File: src/rtl/fmd_pkg.sv
// Shared types and helpers for the four-modulus divider.
package fmd_pkg;

    // Ratio select encodings
    typedef enum logic [1:0] {
        SEL_R20 = 2'b00,
        SEL_R23 = 2'b01,
        SEL_R24 = 2'b10,
        SEL_R25 = 2'b11
    } ratio_sel_e;

    // Number of divide-by-4 prescaler periods per frame for a select code
    function automatic int unsigned quad_periods(ratio_sel_e sel);
        case (sel)
            SEL_R20: return 5;
            SEL_R23: return 2;
            SEL_R24: return 1;
            default: return 0;
        endcase
    endfunction

endpackage

File: src/rtl/dm_prescaler.sv
// Three-flop 4/5 dual-modulus prescaler.
// Divides by 4 while mod4 is high and by 5 while it is low. The decision
// is taken on the edge that leaves state 110. Assumes mod4 changes only
// on the edge that enters that state (the edge flagged by period_start).
module dm_prescaler (
    input  logic clk,
    input  logic rst_n,
    input  logic mod4,
    output logic pre_clk,
    output logic period_start
);
    logic s_a, s_b, s_c;

    // State loop: a takes NOR(b,c), b follows a, c is b gated by the modulus line
    always_ff @(posedge clk) begin
        if (!rst_n) begin
            s_a <= 1'b0;
            s_b <= 1'b0;
            s_c <= 1'b0;
        end else begin
            s_a <= ~(s_b | s_c);
            s_b <= s_a;
            s_c <= s_b & ~mod4;
        end
    end

    assign pre_clk      = s_b;
    // Next edge raises pre_clk and opens a new prescaler period
    assign period_start = s_a & ~s_b;

    // the loop never enters the two unused states 101 and 111
    a_r5_legal_state: assert property (@(posedge clk) disable iff (!rst_n)
        !(s_a && s_c));

    // the modulus line moves only together with a pre_clk rise
    a_r5_mod_at_start: assert property (@(posedge clk) disable iff (!rst_n)
        !$stable(mod4) |-> (s_b && !$past(s_b)));

endmodule

File: src/rtl/frame_counter.sv
// Modulo-FRAME_LEN counter of prescaler periods.
// Advances when step is high. Resets to the last index, so the first
// step after reset wraps and opens frame zero.
module frame_counter #(
    parameter int unsigned FRAME_LEN = 5,
    localparam int unsigned IDX_W = $clog2(FRAME_LEN)
) (
    input  logic             clk,
    input  logic             rst_n,
    input  logic             step,
    output logic [IDX_W-1:0] idx_nxt,
    output logic             wrap
);
    localparam logic [IDX_W-1:0] LAST = IDX_W'(FRAME_LEN - 1);

    logic [IDX_W-1:0] idx;

    // Wrap flag and next index for this step
    always_comb begin
        wrap    = step && (idx == LAST);
        idx_nxt = (idx == LAST) ? '0 : idx + 1'b1;
    end

    // Index register, moved one place per prescaler period
    always_ff @(posedge clk) begin
        if (!rst_n)    idx <= LAST;
        else if (step) idx <= idx_nxt;
    end

    // the index stays inside the frame
    a_r7_idx_range: assert property (@(posedge clk) disable iff (!rst_n)
        idx < IDX_W'(FRAME_LEN));

    // the index moves only on a prescaler period start
    a_r6_idx_hold: assert property (@(posedge clk) disable iff (!rst_n)
        !step |=> $stable(idx));

endmodule

File: src/rtl/mod_sequencer.sv
// Captures the ratio select at each frame wrap and drives the modulus
// line for each prescaler period. The first quad_periods() periods of a
// frame divide by 4. Also drives the frame output pulse.
module mod_sequencer
    import fmd_pkg::*;
#(
    parameter int unsigned FRAME_LEN = 5,
    localparam int unsigned IDX_W = $clog2(FRAME_LEN)
) (
    input  logic             clk,
    input  logic             rst_n,
    input  logic             step,
    input  logic             wrap,
    input  logic [IDX_W-1:0] idx_nxt,
    input  logic [1:0]       sel,
    output logic             mod4,
    output logic             frame_pulse
);
    ratio_sel_e  sel_q;
    ratio_sel_e  sel_use;
    int unsigned quad_n;

    // Select that rules the period being opened
    always_comb begin
        sel_use = wrap ? ratio_sel_e'(sel) : sel_q;
        quad_n  = quad_periods(sel_use);
    end

    // Select capture, only on the frame boundary
    always_ff @(posedge clk) begin
        if (!rst_n)    sel_q <= SEL_R25;
        else if (wrap) sel_q <= ratio_sel_e'(sel);
    end

    // Modulus line and frame pulse, refreshed at each period start
    always_ff @(posedge clk) begin
        if (!rst_n) begin
            mod4        <= 1'b0;
            frame_pulse <= 1'b0;
        end else if (step) begin
            mod4        <= (int'(idx_nxt) < quad_n);
            frame_pulse <= (idx_nxt == '0);
        end
    end

    // the captured select stays frozen away from the wrap
    a_r6_sel_frozen: assert property (@(posedge clk) disable iff (!rst_n)
        !wrap |=> $stable(sel_q));

    // the frame pulse ends at the next period start
    a_r7_pulse_single: assert property (@(posedge clk) disable iff (!rst_n)
        (step && frame_pulse) |=> !frame_pulse);

    // a 25 frame never requests divide-by-4
    a_r4_no_quad: assert property (@(posedge clk) disable iff (!rst_n)
        (step && sel_use == SEL_R25) |=> !mod4);

endmodule

File: src/rtl/fourmod_divider.sv
// Four-modulus divider top: divides clk_fast by 20, 23, 24 or 25.
// Assumes ratio_sel is synchronous to clk_fast. The select is sampled
// on the edge on which div_out rises.
module fourmod_divider #(
    parameter int unsigned FRAME_LEN = 5,
    localparam int unsigned IDX_W = $clog2(FRAME_LEN)
) (
    input  logic       clk_fast,
    input  logic       rst_n,
    input  logic [1:0] ratio_sel,
    output logic       pre_out,
    output logic       div_out
);
    logic             mod4;
    logic             period_start;
    logic             wrap;
    logic [IDX_W-1:0] idx_nxt;

    dm_prescaler u_presc (
        .clk          (clk_fast),
        .rst_n        (rst_n),
        .mod4         (mod4),
        .pre_clk      (pre_out),
        .period_start (period_start)
    );

    frame_counter #(.FRAME_LEN(FRAME_LEN)) u_frame (
        .clk     (clk_fast),
        .rst_n   (rst_n),
        .step    (period_start),
        .idx_nxt (idx_nxt),
        .wrap    (wrap)
    );

    mod_sequencer #(.FRAME_LEN(FRAME_LEN)) u_seq (
        .clk         (clk_fast),
        .rst_n       (rst_n),
        .step        (period_start),
        .wrap        (wrap),
        .idx_nxt     (idx_nxt),
        .sel         (ratio_sel),
        .mod4        (mod4),
        .frame_pulse (div_out)
    );

    // outputs are low in the cycle after a reset edge
    a_r8_reset_low: assert property (@(posedge clk_fast)
        !rst_n |=> (!pre_out && !div_out));

endmodule

File: config.mk
export PLATFORM = sky130hd
export DESIGN_NAME = fourmod_divider
export DESIGN_NICKNAME = d
export VERILOG_FILES = /design/src/rtl/fmd_pkg.sv /design/src/rtl/dm_prescaler.sv /design/src/rtl/frame_counter.sv /design/src/rtl/mod_sequencer.sv /design/src/rtl/fourmod_divider.sv
export SDC_FILE = /design/constraint.sdc
export NUM_CORES = 1
export LEC_CHECK = 0
export ABC_AREA = 1
export BUFFER_PORTS_ARGS = -buffer_cell sky130_fd_sc_hd__buf_4
export CORE_AREA = 3 3 40 42
export CTS_BUF_LIST = sky130_fd_sc_hd__clkbuf_4 sky130_fd_sc_hd__clkbuf_8
export CTS_CLUSTER_DIAMETER = 30
export DETAILED_ROUTE_END_ITERATION = 6
export DIE_AREA = 0 0 43 45
export PLACE_DENSITY_LB_ADDON = 0.25
export SKIP_LAST_GASP = 1
export SYNTH_ARGS = -nofsm -noshare
export SYNTH_HDL_FRONTEND = slang
export SYNTH_HIERARCHICAL = 1
export SYNTH_SLANG_ARGS = --single-unit
export TNS_END_PERCENT = 5
File: constraint.sdc
create_clock -name clk_fast -period 5.2 [get_ports clk_fast]
set_clock_uncertainty 0.2 [all_clocks]
set_input_delay 0.26 -clock clk_fast [delete_from_list [all_inputs] [get_ports clk_fast]]
set_output_delay 0.26 -clock clk_fast [all_outputs]
set_load 0.05 [all_outputs]
# Word level (Yosys, flattened, before mapping)
# Index checks and enable logic that the tools add are counted.
[word_totals] mem_bits_rw=0 reg_bits=10 output_inout_bits=2 memories=0 latchBits=0 wordCells=24 romBits=0
[op_classes] div=0 n_reduce_logical=3 n_lt_le_gt_ge=1 multipliers=0 bitwise=6 n_addsub=1 muxes=3 eq_ne=3 n_shift=0
[ops] cell="$pmux 3 s3" count=1
[ops] cell="$add 3x1->3 const B" count=1
[ops] cell="$eq 3x3->1 const B" count=1
[ops] cell="$logic_not 3->1" count=1
[ops] cell="$lt 3x3->1" count=1
[ops] cell="$mux 3" count=1
[ops] cell="$not 1->1" count=3
[ops] cell="$and 1x1->1" count=2
[ops] cell="$eq 2x1->1 const B" count=1
[ops] cell="$eq 2x2->1 const B" count=1
[ops] cell="$logic_not 2->1" count=1
[ops] cell="$mux 2" count=1
[ops] cell="$logic_and 1x1->1" count=1
[ops] cell="$or 1x1->1" count=1

# Longest topological paths before layout
# Gate-level depths: netlist of the first run.
[logic_depth] depth_word=7 depth_mapped=14 ltp_nobuf=14

# By module
# Netlist of the first run, hierarchy kept.
[by_module_without_submodules] mod="mod_sequencer" seq_area_each_um2=80.1 instances=1 cells_each=31 area_per_inst_um2=225.2
[by_module_without_submodules] mod="frame_counter" seq_area_each_um2=60.1 instances=1 cells_each=31 area_per_inst_um2=195.2
[by_module_without_submodules] mod="dm_prescaler" seq_area_each_um2=60.1 instances=1 cells_each=12 area_per_inst_um2=98.8

# Least setup slack after synthesis of the first run
# OpenSTA, ideal clock, no wires.
[synth_timing] kind="reg-to-reg" from="register u_presc.s_b (netlist: u_presc/pre_clk)" to="register u_seq.mod4" required_ps=4871 path_buffers=0 arrival_time_ps=2080 setup_slack_ps=2791 stages_incl_launch_ff=12 synth_period_minus_slack_ps=2409 path_cell_list="dfxtp_1 > nor2_1 > inv_1 > nor2_1 > mux2i_1 > nand2_1 > ha_1 > nand2_1 > nand2_1 > nand2_1 > nand2_1 > a21oi_2"
[synth_via] elab_chain_len=7
[synth_rtl] element="start, declared" line="dm_prescaler.sv:12" source="logic s_a, s_b, s_c;"
[synth_rtl] element="start signal, assigned" line="dm_prescaler.sv:18" source="s_b <= 1'b0;"
[synth_rtl] element="start signal, assigned" line="dm_prescaler.sv:22" source="s_b <= s_a;"
[synth_rtl] element="$not 1->1 *" line="dm_prescaler.sv:29" source="assign period_start = s_a & ~s_b;"
[synth_rtl] element="$and 1x1->1 *" line="dm_prescaler.sv:29"
[synth_rtl] element="named net period_start" line="fourmod_divider.sv:15" source="logic period_start;"
[synth_rtl] element="$logic_and 1x1->1 *" line="frame_counter.sv:20" source="wrap = step && (idx == LAST);"
[synth_rtl] element="named net wrap" line="fourmod_divider.sv:16" source="logic wrap;"
[synth_rtl] element="$mux 2 *"
[synth_rtl] element="$eq 2x2->1, or another cell as far along" line="fmd_pkg.sv:14" source="case (sel)"
[synth_rtl] element="$pmux 3 s3 *" line="fmd_pkg.sv:14"
[synth_rtl] element="$lt 3x3->1 *" line="mod_sequencer.sv:41" source="mod4 <= (int'(idx_nxt) < quad_n);"
[synth_rtl] element="end signal, assigned" line="mod_sequencer.sv:41"
[synth_rtl] element="end, declared" line="mod_sequencer.sv:16" source="output logic mod4,"
# Mark *: on every way through the listed nets, which the timed path passes. The rest lies on a longest branch.
# A chain may end at the register's enable or synchronous reset.

# Worst setup path in the final report of the first run
# Ends and elaborated chain as after synthesis.

==> flow_results.org, run 1 <==
** Pwr
- In this run the static leakage power is 0.3373 nW.
- Maximum resistive drop on vdd :: 174.9 uV
- Dividing total power by cell area gives a power density of 346.7 nW/um^2.

** Synth
- The synthesized design contains 0 enable-type register cells.
- Summed over all instances, the cell type with the most area after synthesis is sky130_fd_sc_hd__dfxtp_1.
- In this run the cell area of the synthesized design comes to 519.2 sq um.
- Synthesis produced a netlist whose cell count is 74.
- Sorting the synthesized cells by how often they occur yields sky130_fd_sc_hd__nand2_1, sky130_fd_sc_hd__inv_1, sky130_fd_sc_hd__dfxtp_1, sky130_fd_sc_hd__ha_1.
- Sequential fraction of the synthesis area :: 38.55%
- In the synthesized netlist the dominant register cell turns out to be sky130_fd_sc_hd__dfxtp_1.
- The number of nets handed over by synthesis was 82.
- Synthesis Warnings :: 6
- For this run, asynchronously set or reset flops after synthesis account for 0%.
- Library cells used by synthesis :: 17
- Ranked by total cell area, the synthesized netlist is headed by sky130_fd_sc_hd__dfxtp_1, sky130_fd_sc_hd__nand2_1, sky130_fd_sc_hd__inv_1.
- By instance count, the leading cell after synthesis is sky130_fd_sc_hd__nand2_1.
- Portion of synthesized cell area occupied by the leading cell type :: 38.55%
- After synthesis the netlist holds a flip-flop and latch count of 10.
- Averaged over all synthesized cells, the footprint is 7.017 sq um.

** Floorplanning
- Row generation in the floorplan step produced 13 rows.
- The die is 45 microns tall.
- Die ar. :: 1935 sq um
- 6 I/O pins were placed.
- Measured along the x axis, the die boundary spans 43 microns.
- In this run the standard cell core region covers 1285 sq um.
- Effective utilization at floorplan :: 40.41%

** Detailed routing
- Signal routing reaches up to met4.
- The detailed router placed 431 vias in this run.
- Number of vias per cell :: 4.398
- In the detailed route, the total length drawn on met3 is 29 microns.
- In the detailed route, the total length drawn on met2 is 373 microns.
- Post-route DRC violation count :: 0
- For this block, the routed nets add up to 845 microns of wire.
- The detailed router put a total of 433 microns of wire on met1.
- DRT iter0 DRCs :: 10
- Routed wire per std cell :: 8.622 microns
- DRT Pass-1 Iters :: 4
- Post-DRT Antenna Nets :: 0

** Worst setup path
- STA puts the critical path data arrival time at 2410 ps.
- STA classifies the critical path startpoint as a flop.
- Cell chain of the critical path :: nor2_1 -> inv_1 -> nor2_1 -> mux2i_1 -> nand2_1 -> ha_1 -> nand2_1 -> nand2_1 -> nand2_1 -> nand2_1 -> a21oi_2
- STA classifies the critical path endpoint as a flop.
- End of the critical path :: u_seq/mod4
- Setup slack on the worst reg-to-reg path comes out at 2740 ps.
- The worst register-to-register path ends at u_seq/mod4.
- Critical path class :: flop to flop
- For the worst setup path, the data required time is 5150 ps.
- For this run, the slowest stage of the critical path takes 430 ps.
- Startpoint of the lowest-slack register-to-register path :: u_presc/pre_clk
- The slowest stage of the critical path is the sky130_fd_sc_hd__nor2_1 cell.
- Critical Path Source :: u_presc/pre_clk
- Sum of buffers and inverters on the critical path :: 1
- The cell family contributing the most delay on the critical path is simple AND/OR/NAND/NOR gates.
- In this design, the critical path's most frequently occurring cell is sky130_fd_sc_hd__nand2_1.
- Critical Path Fanout Max :: 8
- The critical path runs through a total of 11 cells.
- The number of cells on the worst reg-to-reg path is 11.

** STA
- Endpoints failing setup :: 0
- The worst path needs 2460 ps of the cycle, external delays included.
- Worst setup slack after layout :: 2740 ps
- Slew HR :: 65.19%
- RSZ-0062 raised after global routing :: no
- Maximum frequency from static timing analysis :: 0.4065 GHz
- Total negative slack :: 0 ps
- Hold violation count in the final report :: 0
- At the pin with the least slew margin, the transition time is 520.3 ps.
- Final Max Slew Viols :: 0
- Dividing the final minimum period by the clock period gives 47.31%.

** Global route
- The first global-routing pass estimated 1483 microns of wire.
- Maximum number of pins on one net before global-route repair :: 9
- Number of antenna violations at the first check in global routing :: 0
- Via count of the first global-routing pass :: 386
- Leftover overflow at the end of global routing :: 0
- Total Routing Usage GR :: 10.52%

** Finish
- Area of the multi-input gates :: 247.7 sq um
- FF/Latch Area :: 200.2 sq um
- Final cell area excluding filler cells :: 611.8 sq um
- 0 antenna diodes ended up in the layout.
- Relative to the synthesized area, the layout overhead comes to 17.83%.
- After filler insertion, the fill cell instance count of the layout stands at 141.
- Fraction of layout instances using a drive strength above 1 :: 21.69%
- At the end of the flow, the number of nets in the layout was 92.

** CTS
- Hold-fix buffers at CTS :: 0
- Setup fix buffers added after clock tree synthesis :: 0
- Clock buffers created by TritonCTS :: 3
- Clock-pin slew on the worst setup and hold paths :: 70 ps
- CTS built an H-tree with a depth of 1.
- Number of cells upsized or downsized after cts :: 0
- At the later pin of the worst-skew pair, clock insertion delay measures 260 ps.
- TritonCTS built the clock tree.
- Number of sinks driven by the clock tree :: 10
- CTS placed an instance of sky130_fd_sc_hd__clkbuf_4 at the clock tree root.
- No sink is reached through more buffers than the 2 on the longest clock path.

** Flow run
- Max Cap Viol :: 0

** Min path
- The min-delay analysis places its worst path in the category input port to flop.
- The worst hold path passes through 2 cells.

** Place
- Detailed placement HPWL :: 644.5 microns
- In this run the cell area measured after placement is 575.6 sq um.
- Routability-driven placement finished with a final weighted congestion of 0.7052.
- Worst-case setup slack after placement :: 2720 ps
- Total of buffers placed on input and output ports :: 5

** Status
- Result of the run :: finished, final reports clean
==> metrics by stage <==
stage	cells	utilization (%)	hold WS, ps	power (mW)
finish	98	47.61	19.85	0.2122
CTS	98	47.61	14.13	0.2149
detailed placement	94	44.79	187.1	0.1436
global placement	94	44.79	183.8	0.1425
floorplan	74	-	128.8	0.1316
global route	98	47.61	16.99	0.2294
==> layer usage <==
layer | global-route usage [%] | up-vias
li1 | - | 238
met3 | 3.586 | 2
met4 | 7.229 | 0
met2 | 15.87 | 6
met5 | 0 | -
met1 | 12.62 | 185
==> worst min path at each step <==
| stage | start | to | slack [ps] |
|---|---|---|---|
| final | rst_n | u_seq/sel_q[0] | 20 |
| after global routing | rst_n | u_seq/sel_q[0] | 20 |
| after CTS | rst_n | u_seq/sel_q[0] | 10 |
| after detailed placement | u_presc/s_c | u_presc/s_a | 190 |
| after global placement | u_presc/s_c | u_presc/s_a | 180 |
| after floorplan | rst_n | u_seq/sel_q[0] | 130 |
==> where the power goes <==
part | internal [mW] | switching, mW | leakage, nW
registers | 0.0837 | 0.00398 | 0.0826
clock network | 0.0425 | 0.0282 | 0.0210
logic | 0.0202 | 0.0335 | 0.234
==> cell type report <==
class | count | area share, %
inverter | 19 | 11.66
timing repair buffer | 5 | 6.135
multi-input combinational | 45 | 40.49
tap | 15 | 3.067
clock buffer | 4 | 5.930
sequential | 10 | 32.72
==> cell usage in the layout, fill, tap and decap left out, types with 2 or more instances in the layout <==
cell	Yosys	layout
sky130_fd_sc_hd__a21oi_1	3	3
sky130_fd_sc_hd__dfxtp_1	10	10
sky130_fd_sc_hd__nand2_2	2	2
sky130_fd_sc_hd__nor2_1	3	3
sky130_fd_sc_hd__clkbuf_4	0	3
sky130_fd_sc_hd__buf_4	0	5
sky130_fd_sc_hd__nor2_2	2	2
sky130_fd_sc_hd__ha_1	4	4
sky130_fd_sc_hd__inv_2	2	2
sky130_fd_sc_hd__nand2_1	23	23
sky130_fd_sc_hd__inv_1	17	17
==> flip-flops by register name, indices dropped and copies added, names as in the netlist <==
name,cells
u_frame/idx,3
u_presc/s_c,1
u_seq/frame_pulse,1
u_seq/mod4,1
u_presc/s_a,1
u_seq/sel_q,2
u_presc/pre_clk,1
==> cells by family after synthesis <==
kind of cell / share of synthesized area (%)
flops: 38.55
simple gates: 29.16
compound gates: 6.987
fa+ha+maj: 9.639
buf+inv: 13.74
mux: 1.928
(Power assumes the default switching activity.)
==> inputs of run 2 (changes only) <==
==> constraint.sdc (replaced) <==
create_clock -name clk_fast -period 2 [get_ports clk_fast]
set_clock_uncertainty 0.2 [all_clocks]
set_input_delay 0.1 -clock clk_fast [delete_from_list [all_inputs] [get_ports clk_fast]]
set_output_delay 0.1 -clock clk_fast [all_outputs]
set_load 0.05 [all_outputs]
==> run 2 against run 1 <==
Critical path depth increased by 1. Total power increased to 2.6 times the previous value. Non-clock buffer count increased by 5. Highest routed layer unchanged.
==> flow_results.org, run 2 (synthesis gave the netlist of run 1 again) <==
** Finish
- The largest register by flop count was u_frame/idx (unchanged).
- The share of cells above drive strength 1 is 31.82% (was 21.69%).
- The growth of design area from synthesis to finish was 29.40% (was 17.83%).
- Final cell area excluding filler cells :: 671.9 sq um (was 611.8 sq um)
- Fill cells :: 130 (was 141)
- The number of nets in the final layout was 97 (was 92).
- The number of cells in the finished layout apart from fillers was 103 (was 98).
- The most common cell after layout, fill and taps aside is sky130_fd_sc_hd__nand2_1 (unchanged).
- Flip-flop count of the largest register after layout :: 3 (unchanged)
- Top library cells by usage in the layout, fill and taps aside :: sky130_fd_sc_hd__nand2_1, sky130_fd_sc_hd__inv_1, sky130_fd_sc_hd__buf_4, sky130_fd_sc_hd__dfxtp_1 (was sky130_fd_sc_hd__nand2_1, sky130_fd_sc_hd__inv_1, sky130_fd_sc_hd__dfxtp_1, sky130_fd_sc_hd__buf_4, sky130_fd_sc_hd__ha_1)
- Top Registers: u_frame/idx x3, u_seq/sel_q x2 (unchanged).
- The core utilization of the finished layout is 52.29% (was 47.61%).
- The number of diodes is 0 (unchanged).

** Detailed routing
- The antenna violation net count after detailed routing is 0 (unchanged).
- Post-route DRC violation count :: 0 (unchanged)
- DRT Pass-1 Iters :: 4 (unchanged)
- The ratio of routed vias to standard cells was 4.350 (was 4.398).
- Total via count after detailed routing :: 448 (was 431)
- Wire length after detailed routing :: 898 microns (was 845 microns)
- DRT iter0 DRCs :: 14 (was 10)
- Routed wire per std cell :: 8.718 microns (was 8.622 microns)

** Floorplanning
- The number of placement rows was 13 (unchanged).
- The vertical die dimension is 45 microns (unchanged).
- Effective utilization at floorplan :: 40.41% (unchanged)
- Die boundary width :: 43 microns (unchanged)
- The area of the die was 1935 sq um (unchanged).
- The total I/O pin count is 6 (unchanged).
- The area of the core came to 1285 sq um (unchanged).

** Place
- Worst-case setup slack after placement :: 49.29 ps (was 2720 ps)
- Detailed placement HPWL :: 685.3 microns (was 644.5 microns)
- The instance area after placement was 611.8 sq um (was 575.6 sq um).
- The global placer's final weighted congestion came to 0.7382 (was 0.7052).
- The number of I/O port buffers was 5 (unchanged).
- The count of placed standard cells including taps was 97 (was 94).

** Pwr
- The combinational share of power is 29.9% (was 25.4%).
- Internal Power :: 377.9 uW (was 146.4 uW)
- Reg power frac :: 41.1% (was 41.3%)
- The reported net switching power came to 180.4 uW (was 65.73 uW).
- The areal power density over the cells came to 830.9 nW/um^2 (was 346.7 nW/um^2).
- Post-layout total power :: 558.3 uW (was 212.2 uW)
- The leakage power total came to 0.3621 nW (was 0.3373 nW).
- Clk network pwr share :: 28.9% (was 33.3%)
- Net switching fraction of the power :: 32.31% (was 30.98%)
- The maximum resistive drop on vdd came to 411.4 uV (was 174.9 uV).

** Status
- Result of the run :: finished, final reports clean (unchanged)

** CTS
- The clock buffer count from CTS is 3 (unchanged).
- Root buf cell :: sky130_fd_sc_hd__clkbuf_4 (unchanged)
- Setup fix buffers added after clock tree synthesis :: 0 (unchanged)
- The clock net sink count came to 10 (unchanged).
- Clock latency reported for the late side of the worst-skew pair :: 260 ps (about the same)
- The CTS clock-pin slew for the worst setup and hold paths came to 70 ps (about the same).
- Buffers from clock root to sink, at most :: 2 (unchanged)
- Clock tree from TritonCTS :: yes (unchanged)
- The H-tree depth reported by CTS is 1 (unchanged).

** Worst setup path
- Sum of buffers and inverters on the critical path :: 1 (unchanged)
- The biggest fanout along the worst timing path was 3 (was 8).
- The cell type of the slowest stage on the worst timing path is sky130_fd_sc_hd__dfxtp_2 (was sky130_fd_sc_hd__nor2_1).
- The kind of cell adding the most delay to the critical path was simple AND/OR/NAND/NOR gates (unchanged).
- The startpoint type of the worst setup path is a flop (unchanged).
- The arrival time at the worst endpoint is 1970 ps (was 2410 ps).
- The path type of the worst setup path was flop to flop (unchanged).
- Cell chain of the critical path: inv_2 -> ha_1 -> nand2_2 -> nor2_4 -> mux2i_2 -> nand2_1 -> ha_1 -> nand2_1 -> nand2_1 -> nand2_1 -> nand2_1 -> a21oi_2 (was nor2_1 -> inv_1 -> nor2_1 -> mux2i_1 -> nand2_1 -> ha_1 -> nand2_1 -> nand2_1 -> nand2_1 -> nand2_1 -> a21oi_2).
- Reg2Reg Setup Slack :: 30 ps (was 2740 ps)
- The delay of the slowest critical-path stage is 330 ps (was 430 ps).
- The most frequent cell on the critical path is sky130_fd_sc_hd__nand2_1 (unchanged).
- The endpoint class of the critical path is a flop (unchanged).
- Required time worst endpoint :: 2000 ps (was 5150 ps)

** STA
- Min Hold Slack :: 7.082 ps (was 19.85 ps)
- Actual transition at the worst max-transition pin :: 204.4 ps (was 520.3 ps)
- The number of setup violations in the final report was 0 (unchanged).
- The clock period minus final worst setup slack came to 1971 ps (was 2460 ps).
- Period Utilization, post-route :: 98.53% (was 47.31%)
- The number of pins exceeding their max-slew limit in the final report is 0 (unchanged).
- The relative slew slack was 86.23% (was 65.19%).
- The slack of the critical path is 29.39 ps (was 2740 ps).
- The total count of hold-check failures in the final report was 0 (unchanged).
- The sum of negative setup slack came to 0 ps (unchanged).
- RSZ-0062 raised after global routing: yes (was no).
- The peak clock frequency supported by timing was 0.5075 GHz (was 0.4065 GHz).

** Global route
- Maximum number of pins on one net before global-route repair :: 9 (unchanged)
- The first-pass GRT wire length came to 1621 microns (was 1483 microns).
- The remaining global-route overflow was 0 (unchanged).
- Total Routing Usage GR :: 11.43% (was 10.52%)
- The number of global-route vias before repair came to 409 (was 386).
- Number of antenna violations at the first check in global routing :: 0 (unchanged)

** Flow run
- The total of max-cap violations came to 0 (unchanged).

** Min path
- The class of the tightest hold or removal check was input port to flop (unchanged).
[run 2: worst paths after layout]
kind,to,cells past startpoint,from
worst min-delay path,u_seq/sel_q[0],5,ratio_sel[0]
worst max-delay path,u_seq/mod4,12,u_frame/idx[0]
worst min register to register,u_presc/s_a,1,u_presc/s_c
worst max register to register,u_seq/mod4,12,u_frame/idx[0]
[run 2: layout make-up]
type / instances / area (sq um) / area share [%]
well taps: 15 / 18.77 / 2.793
clock buffers: 4 / 30.03 / 4.469
flip-flops and latches: 10 / 205.2 / 30.54
repair buffers: 10 / 80.08 / 11.92
inverters: 19 / 71.32 / 10.61
multi-input cells: 45 / 266.5 / 39.66
[run 2: routing by layer]
metal	vias to the layer above	routed length (microns)	GRT usage, %
met4	0	9	7.229
met2	4	397	17.07
met3	2	26	3.586
met5	-	0	0
li1	245	-	-
met1	197	465	14.29
[run 2: worst min-delay path: stages]
cell and delay [ps]:
sky130_fd_sc_hd__buf_4 80, sky130_fd_sc_hd__nand2_1 70, sky130_fd_sc_hd__nand2_1 90, sky130_fd_sc_hd__inv_1 50, sky130_fd_sc_hd__nand2_1 50
[run 2: power by group through the flow]
stage          logic (mW)  registers, mW  clock network [mW]
6_report            0.167          0.230               0.162
5_1_grt             0.191          0.232               0.174
4_1_cts             0.160          0.229               0.166
3_5_place_dp        0.156          0.233                   0
3_3_place_gp        0.154          0.233                   0
2_1_floorplan       0.103          0.243                   0
[run 2: repair_timing]
action,in CTS,in global routing
resized for setup,0,5
setup endpoints to repair,0,1
endpoints found under the hold margin,8,0
hold buffers,2,0
